`src/rtl/dma_evt_irq_bank.sv`:
```
module dma_evt_irq_bank #(
  parameter int NCH = 16,
  parameter int AW  = 8
) (
  input  logic             clk,
  input  logic             rst_n,
  input  logic             reg_wr,
  input  logic [AW-1:0]    reg_addr,
  input  logic [2*NCH-1:0] reg_wdata,
  output logic [2*NCH-1:0] reg_rdata,
  input  logic [NCH-1:0]   done_evt,
  input  logic [NCH-1:0]   term_evt,
  input  logic [NCH-1:0]   buserr_evt,
  output logic [NCH-1:0]   irq,
  output logic [NCH-1:0]   freeze,
  output logic [NCH-1:0]   chan_rst,
  output logic             burst_en,
  output logic             burst8_en
);
  localparam int W      = 2 * NCH;
  localparam int BURST  = 28;
  localparam int BURST8 = 29;

  logic [W-1:0]   cmp_q, err_q, cmp_w, err_w, chn_w, gbl_w;
  logic [NCH-1:0] frz_q, rst_q;
  logic [1:0]     gbl_q;
  logic [1:0]     sel, mode;
  logic           hit;

  assign sel  = reg_addr[5:4];
  assign mode = reg_addr[3:2];
  assign hit  = reg_wr && (reg_addr[AW-1:6] == '0);

  function automatic logic [W-1:0] apply(input logic [W-1:0] old,
                                         input logic [W-1:0] d,
                                         input logic [1:0] m);
    case (m)
      2'd0:    apply = d;
      2'd1:    apply = old | d;
      2'd2:    apply = old & ~d;
      default: apply = old;
    endcase
  endfunction

  logic [W-1:0] gbl_view, chn_view;
  always_comb begin
    gbl_view = '0;
    gbl_view[BURST]  = gbl_q[0];
    gbl_view[BURST8] = gbl_q[1];
  end
  assign chn_view = {rst_q, frz_q};

  assign cmp_w = (hit && sel == 2'd1) ? apply(cmp_q, reg_wdata, mode) : cmp_q;
  assign err_w = (hit && sel == 2'd2) ? apply(err_q, reg_wdata, mode) : err_q;
  assign chn_w = (hit && sel == 2'd3) ? apply({NCH'(0), frz_q}, reg_wdata, mode)
                                      : {NCH'(0), frz_q};
  assign gbl_w = (hit && sel == 2'd0) ? apply(gbl_view, reg_wdata, mode) : gbl_view;

  always_ff @(posedge clk or negedge rst_n) begin
    if (!rst_n) begin
      cmp_q <= '0;
      err_q <= '0;
      frz_q <= '0;
      rst_q <= '0;
      gbl_q <= '0;
    end else begin
      cmp_q <= {cmp_w[W-1:NCH], cmp_w[NCH-1:0] | done_evt};
      err_q <= {(err_w[W-1:NCH] & ~term_evt) | buserr_evt,
                err_w[NCH-1:0] | term_evt | buserr_evt};
      frz_q <= chn_w[NCH-1:0];
      rst_q <= chn_w[W-1:NCH];
      gbl_q <= {gbl_w[BURST8], gbl_w[BURST]};
    end
  end

  always_comb begin
    case (sel)
      2'd0:    reg_rdata = gbl_view;
      2'd1:    reg_rdata = cmp_q;
      2'd2:    reg_rdata = err_q;
      default: reg_rdata = chn_view;
    endcase
  end

  assign irq       = (cmp_q[NCH-1:0] & cmp_q[W-1:NCH]) | err_q[NCH-1:0];
  assign freeze    = frz_q;
  assign chan_rst  = rst_q;
  assign burst_en  = gbl_q[0];
  assign burst8_en = gbl_q[1];

  assert_done_sets_flag_R4: assert property (@(posedge clk) disable iff (!rst_n)
    (done_evt != '0) |=> ((cmp_q[NCH-1:0] & $past(done_evt)) == $past(done_evt)));

  assert_buserr_type_R6: assert property (@(posedge clk) disable iff (!rst_n)
    (buserr_evt != '0) |=> ((err_q[W-1:NCH] & err_q[NCH-1:0] & $past(buserr_evt))
                            == $past(buserr_evt)));

  assert_freeze_hold_R8: assert property (@(posedge clk) disable iff (!rst_n)
    !(hit && sel == 2'd3) |=> $stable(freeze));

  assert_rst_pulse_R9: assert property (@(posedge clk) disable iff (!rst_n)
    (chan_rst != '0) |=> ((chan_rst & $past(chan_rst)) == '0));

  assert_global_hold_R10: assert property (@(posedge clk) disable iff (!rst_n)
    !(hit && sel == 2'd0) |=> ($stable(burst_en) && $stable(burst8_en)));
endmodule

```
`config.mk`:
```
export PLATFORM = sky130hd
export DESIGN_NAME = dma_evt_irq_bank
export DESIGN_NICKNAME = d
export VERILOG_FILES = /design/src/rtl/dma_evt_irq_bank.sv
export SDC_FILE = /design/constraint.sdc
export NUM_CORES = 1
export LEC_CHECK = 0
export ABC_CLOCK_PERIOD_IN_PS = 2200
export BUFFER_PORTS_ARGS = -buffer_cell sky130_fd_sc_hd__clkbuf_2
export CELL_PAD_IN_SITES_DETAIL_PLACEMENT = 2
export CELL_PAD_IN_SITES_GLOBAL_PLACEMENT = 2
export CORE_AREA = 3 3 130 132
export DETAILED_ROUTE_END_ITERATION = 6
export DIE_AREA = 0 0 133 135
export PLACE_DENSITY_LB_ADDON = 0.12
export SLEW_MARGIN = 25
export SYNTH_ARGS = -nofsm -noshare
export SYNTH_HDL_FRONTEND = slang
export SYNTH_SLANG_ARGS = --single-unit
export TNS_END_PERCENT = 1
```
`constraint.sdc`:
```
create_clock -name clk -period 2.2 [get_ports clk]
set_input_delay 0.11 -clock clk [delete_from_list [all_inputs] [get_ports clk]]
set_output_delay 0.11 -clock clk [all_outputs]
set_load 0.05 [all_outputs]
```
# Word-level counts from Yosys, hierarchy flattened
# Cells that the tools add are included.
dict set report classes {
  add_sub_neg 0
  mul 0
  div 0
  n_lt_le_gt_ge 0
  eq_ne 5
  shift 0
  mux 8
  bitwise 17
  n_reduce_logical 12
}
# cell count
set ops {}
lappend ops {{32-bit one-hot mux with 3 select lines} 4}
lappend ops {{30-bit one-hot mux with 3 select lines} 1}
lappend ops {{16-bit bitwise OR} 5}
lappend ops {{32-bit AND} 2}
lappend ops {{32-bit two-way mux} 2}
lappend ops {{32-bit bitwise OR} 2}
lappend ops {{16-bit AND} 2}
lappend ops {{16-bit by 32-bit AND with 32-bit output} 1}
lappend ops {{32-bit NOT} 1}
lappend ops {{16-bit by 32-bit bitwise OR with 32-bit output} 1}
lappend ops {{30-bit AND} 1}
lappend ops {{30-bit bitwise OR} 1}
lappend ops {{16-bit two-way mux} 1}
lappend ops {{16-bit NOT} 1}
lappend ops {{2-bit == test, second input constant} 3}
lappend ops {{2-bit logical NOT} 3}
lappend ops {{2-bit AND reduction} 3}
lappend ops {{1-bit logical AND} 5}
lappend ops {{2-bit by 1-bit == test with 1-bit output, second input constant} 2}
lappend ops {{3-bit nonzero test} 1}
dict set report totals {
  regBits 98
  latchBits 0
  mem_bits_rw 0
  mem_bits_ro 0
  inputBits 91
  output_inout_bits 82
  wordCells 48
  n_memories 0
}

# Logic depth before layout (Yosys ltp)
dict set report logic_depth {
  word_depth 6
  mapped_depth 6
  depth_no_buf 3
}

# Least setup slack after synthesis
# OpenSTA, ideal clock, no wires.
dict set report synth_timing {
  kind {in2reg}
  start {in reg_addr[4]}
  end {reg err_q[9]}
  setup_time_ns 0.129
  t_arrival_ns 1.335
  required_ns 2.071
  path_slack_ns 0.736
  cell_stages 5
  path_buffers 2
  cell_sequence {buf_6 > nor4b_4 > buf_6 > a31oi_1 > a2111o_1}
}
dict set report synth_via {
  elab_chain_cells 5
}
# element line_no
set synth_lines {}
lappend synth_lines {{start: declaration} 8} ;# input logic [AW-1:0] reg_addr,
lappend synth_lines {{2-bit == test} 54} ;# assign err_w = (hit && sel == 2'd2) ? apply(err_q, reg_wdata, mode) : err_q;
lappend synth_lines {{1-bit logical AND} 54}
lappend synth_lines {{32-bit two-way mux} 54}
lappend synth_lines {{16-bit bitwise OR (2 in a row)} 69} ;# err_w[NCH-1:0] | term_evt | buserr_evt};
lappend synth_lines {{end signal: assignment} 68} ;# err_q <= {(err_w[W-1:NCH] & ~term_evt) | buserr_evt,
lappend synth_lines {{end: declaration} 24} ;# logic [W-1:0] cmp_q, err_q, cmp_w, err_w, chn_w, gbl_w;
# No other way between the ends.
# A chain may end at the register's enable or synchronous reset.

# Worst setup path in the final report
dict set report layout_timing {
  start {in reg_addr[3]}
  end {reg err_q[7]}
}
dict set report layout_via {
  elab_chain_cells 5
  elab_cells_between_ends 7
  classes_between {eq/ne (2); mux (2); bitwise (2); reduce/logical (1)}
}
# element line_no
set layout_lines {}
lappend layout_lines {{2-bit == test (tied with other cells)} 37} ;# case (m)
lappend layout_lines {{32-bit one-hot mux with 3 select lines (*)} 37}
lappend layout_lines {{32-bit two-way mux (*)} 54}
lappend layout_lines {{16-bit bitwise OR (*) (2 in a row)} 69}
# Every way passes the cells marked *; elsewhere a longest branch is shown, timed or not.

==> results.yml <==
outcome:
  status: "finished clean"
layout:
  nets: 823
  areaGrowthSynthToFinish_pct: 38.9
  final_layout_size_suffix_gt1_share_pct: 29.2
  top_library_cells_by_usage_in_the_layout_fill_and_taps_aside: "sky130_fd_sc_hd__clkbuf_2, sky130_fd_sc_hd__dfrtp_1, sky130_fd_sc_hd__nand2_1, sky130_fd_sc_hd__a22o_1, sky130_fd_sc_hd__nand3_1"
  num-fill-cells: 1718
  insertedDiodeCount: 0
  final_design_area_no_fill_um2: 7240
  mostFrequentLayoutCell: "sky130_fd_sc_hd__clkbuf_2"
yosys:
  synthesis.area_um2: 5220
  synth.area.top_cells: "sky130_fd_sc_hd__dfrtp_1, sky130_fd_sc_hd__a22o_1, sky130_fd_sc_hd__nand3_1, sky130_fd_sc_hd__nand2_1, sky130_fd_sc_hd__nand2b_1"
  synthCells: 536
  syn-num-nets: 627
  synth_sequential_area_ratio_pct: 47.0
  share_of_yosys_cell_area_claimed_by_the_top_area_cell_type_pct: 47.0
  ys_types: 24
  yosysTopAreaCell: "sky130_fd_sc_hd__dfrtp_1"
  synth.ff_latch_count: 98
  yosys_warnings: 0
  synth.avg_cell_area_um2: 9.73
sta:
  pins_over_their_slew_limit: 0
  slew_headroom_pct: 40.6
  period_needed_ns: 1.88
  fin_tns_setup_ns: 0
  worst_margin_slew_ns: 0.891
  rsz_0062_raised_after_global_routing: "no"
  final_min_period_over_clock_period_pct: 85.5
  fmaxAchievable_mhz: 532
  worst_clock_skew_ns: 0
  setup_viol_count_final: 0
  finalHoldViolCount: 0
clock_tree:
  clock_sinks: 98
  cts.htree.levels: 3
  skew_pair_late_insertion_delay_ns: 0.35
  cts-root-buf: "sky130_fd_sc_hd__clkbuf_16"
  cts-root-to-sink-buffers: 2
  cts_made_buffers: 9
  tritoncts_clock_tree: "built"
  cts_setup_buffers: 0
  cts.clk_slew.worst_paths_ns: 0.07
routing:
  first_pass_iters: 5
  drt_drc_violations_left: 0
  route.antenna.remaining_nets: 0
  detail_route.vias_per_cell: 5.59
  routed_wirelength_um: 21500
  num_vias: 5323
  wl_per_cell_um: 22.6
  initialDrtViolationCount: 298
floorplan:
  die_x_um: 133
  ioPinCount: 173
  row_count: 46
  dieHeight_um: 135
  fp.dieArea_um2: 18000
  core_area_um2: 15800
  initial_utilization_pct: 33.0
worst_hold_path:
  timing.hold.worst.start: "term_evt[11]"
  timing.hold.worst.class: "in -> reg"
worst_setup_path:
  critPathRequiredTime_ns: 2.43
  reg2regPathDepth: 4
  critPathCapture: "err_q[7]"
  worst-r2r-setup-slack_ns: 0.61
  setup.worst_path.start_class: "input pin"
  setup_crit_path_kind: "in -> reg"
  reg2reg_from: "err_q[7]"
  worst_setup_sp: "reg_addr[3]"
  critical_path.max_fanout: 26
  critical_path_arrival_ns: 2.11
  worstSetupEndpointType: "flip-flop"
  r2r_end: "err_q[7]"
job:
  maxCapViolations: 0
grt:
  track_usage_pct: 24.1
  vias_in_the_first_global_route: 5986
  globalRoute.totalOverflow: 0
  global_route_wire_length_before_repair_um: 33900
  number_of_antenna_violations_at_the_first_check_in_global_routing: 0
  largest_net_degree_at_the_start_of_global_routing: 53
placed_design:
  dp.final_hpwl_um: 14000
  post_dp_area_um2: 6500
  gp_congestion: 0.808
  place.port_buffers: 170
pwr:
  worst_ir_drop_vdd_mv: 0.377
  static-leakage-power_nw: 3.34
  power.density_cell_area_nw_per_um2: 723
  post-layout-total-power_mw: 5.24
[per-layer routing]
layer  routed length [um]  track usage, %  part of all wire (%)  vias to the layer above
li1                     -               -                     -                     2380
met2                10900            42.8                    51                      173
met5                    0               0                     0                        -
met4                  243            6.29                   1.1                        0
met1                 9150            30.6                    43                     2753
met3                 1170            3.91                   5.4                       17
[per-stage QoR]
stage / hold WS, ns / utilization (%) / setup WS (ns) / std cells
after CTS: 0.000423 / 45.7 / 0.351 / 952
final: 0.00865 / 45.8 / 0.319 / 953
after floorplan: -0.186 / - / 0.736 / 536
after detailed placement: 0.208 / 41.1 / 0.367 / 897
after global routing: 0.00645 / 45.8 / 0.252 / 953
after global placement: 0.215 / 41.1 / 0.432 / 897
[registers in the layout (all words and copies together) (netlist names)]
signal / flops
cmp_q: 32
err_q: 32
gbl_q: 2
chan_rst: 16
freeze: 16
[repair_timing]
action,CTS,global route
hold buffers,39,1
endpoints found under the hold margin,90,1
gates resized for setup,0,0
[cell usage after synthesis]
| cell type | instances |
|---|---|
| sky130_fd_sc_hd__a2111o_1 | 16 |
| sky130_fd_sc_hd__a221o_1 | 16 |
| sky130_fd_sc_hd__a22o_1 | 62 |
| sky130_fd_sc_hd__a311o_1 | 16 |
| sky130_fd_sc_hd__a311oi_1 | 16 |
| sky130_fd_sc_hd__a31oi_1 | 16 |
| sky130_fd_sc_hd__a32o_1 | 2 |
| sky130_fd_sc_hd__and2_1 | 17 |
| sky130_fd_sc_hd__and3b_1 | 2 |
| sky130_fd_sc_hd__and4bb_2 | 1 |
| sky130_fd_sc_hd__buf_2 | 6 |
| sky130_fd_sc_hd__buf_4 | 2 |
| sky130_fd_sc_hd__buf_6 | 5 |
| sky130_fd_sc_hd__clkbuf_1 | 32 |
| sky130_fd_sc_hd__dfrtp_1 | 98 |
| sky130_fd_sc_hd__inv_1 | 48 |
| sky130_fd_sc_hd__mux4_2 | 2 |
| sky130_fd_sc_hd__nand2_1 | 62 |
| sky130_fd_sc_hd__nand2b_1 | 32 |
| sky130_fd_sc_hd__nand3_1 | 50 |
| sky130_fd_sc_hd__nor2_1 | 2 |
| sky130_fd_sc_hd__nor2b_1 | 2 |
| sky130_fd_sc_hd__nor4b_4 | 1 |
| sky130_fd_sc_hd__o21ai_0 | 30 |
[area by class of cell]
class | count | area, um^2 | share of cell area [%]
Multi-Input combinational cell | 345 | 2390 | 33.0
Sequential cell | 98 | 2450 | 33.9
Clock inverter | 4 | 72.6 | 1.00
Tap cell | 216 | 270 | 3.73
Inverter | 48 | 180 | 2.49
Timing Repair Buffer | 230 | 1610 | 22.3
Clock buffer | 12 | 267 | 3.68
[cell families (layout without fill, tap and decap cells)]
logic type             count (synthesis)  after routing  synth area share [%]
flip-flops                            98             98                  47.0
AND/OR/NAND/NOR                      169            169                  16.6
buffers and inverters                 93            294                  7.70
AO/OA/AOI/OAI                        174            174                  27.9
multiplexers                           2              2                 0.863
[report_power, final]
| group | switching [mW] | internal, mW | total [mW] | leakage, nW |
|---|---|---|---|---|
| Combinational | 0.883 | 0.465 | 1.35 | 2.06 |
| Clock | 0.723 | 1.09 | 1.81 | 0.165 |
| Sequential | 0.131 | 1.95 | 2.08 | 1.11 |
| Total | 1.74 | 3.50 | 5.24 | 3.34 |
[how the worst min path moves through the flow]
stage                             end  cells past startpoint
after floorplan           chan_rst[0]                      0
after global placement       err_q[3]                      1
after detailed placement     err_q[3]                      1
after CTS                   err_q[13]                      2
after global routing        err_q[14]                      2
final                       err_q[11]                      2
[critical path: stages]
cell,delay [ns]
sky130_fd_sc_hd__clkbuf_2,0.11
sky130_fd_sc_hd__buf_4,0.35
sky130_fd_sc_hd__and3b_2,0.34
sky130_fd_sc_hd__buf_12,0.20
sky130_fd_sc_hd__a2111o_1,0.41
sky130_fd_sc_hd__dlygate4sd3_1,0.57
(Power assumes the default switching activity.)
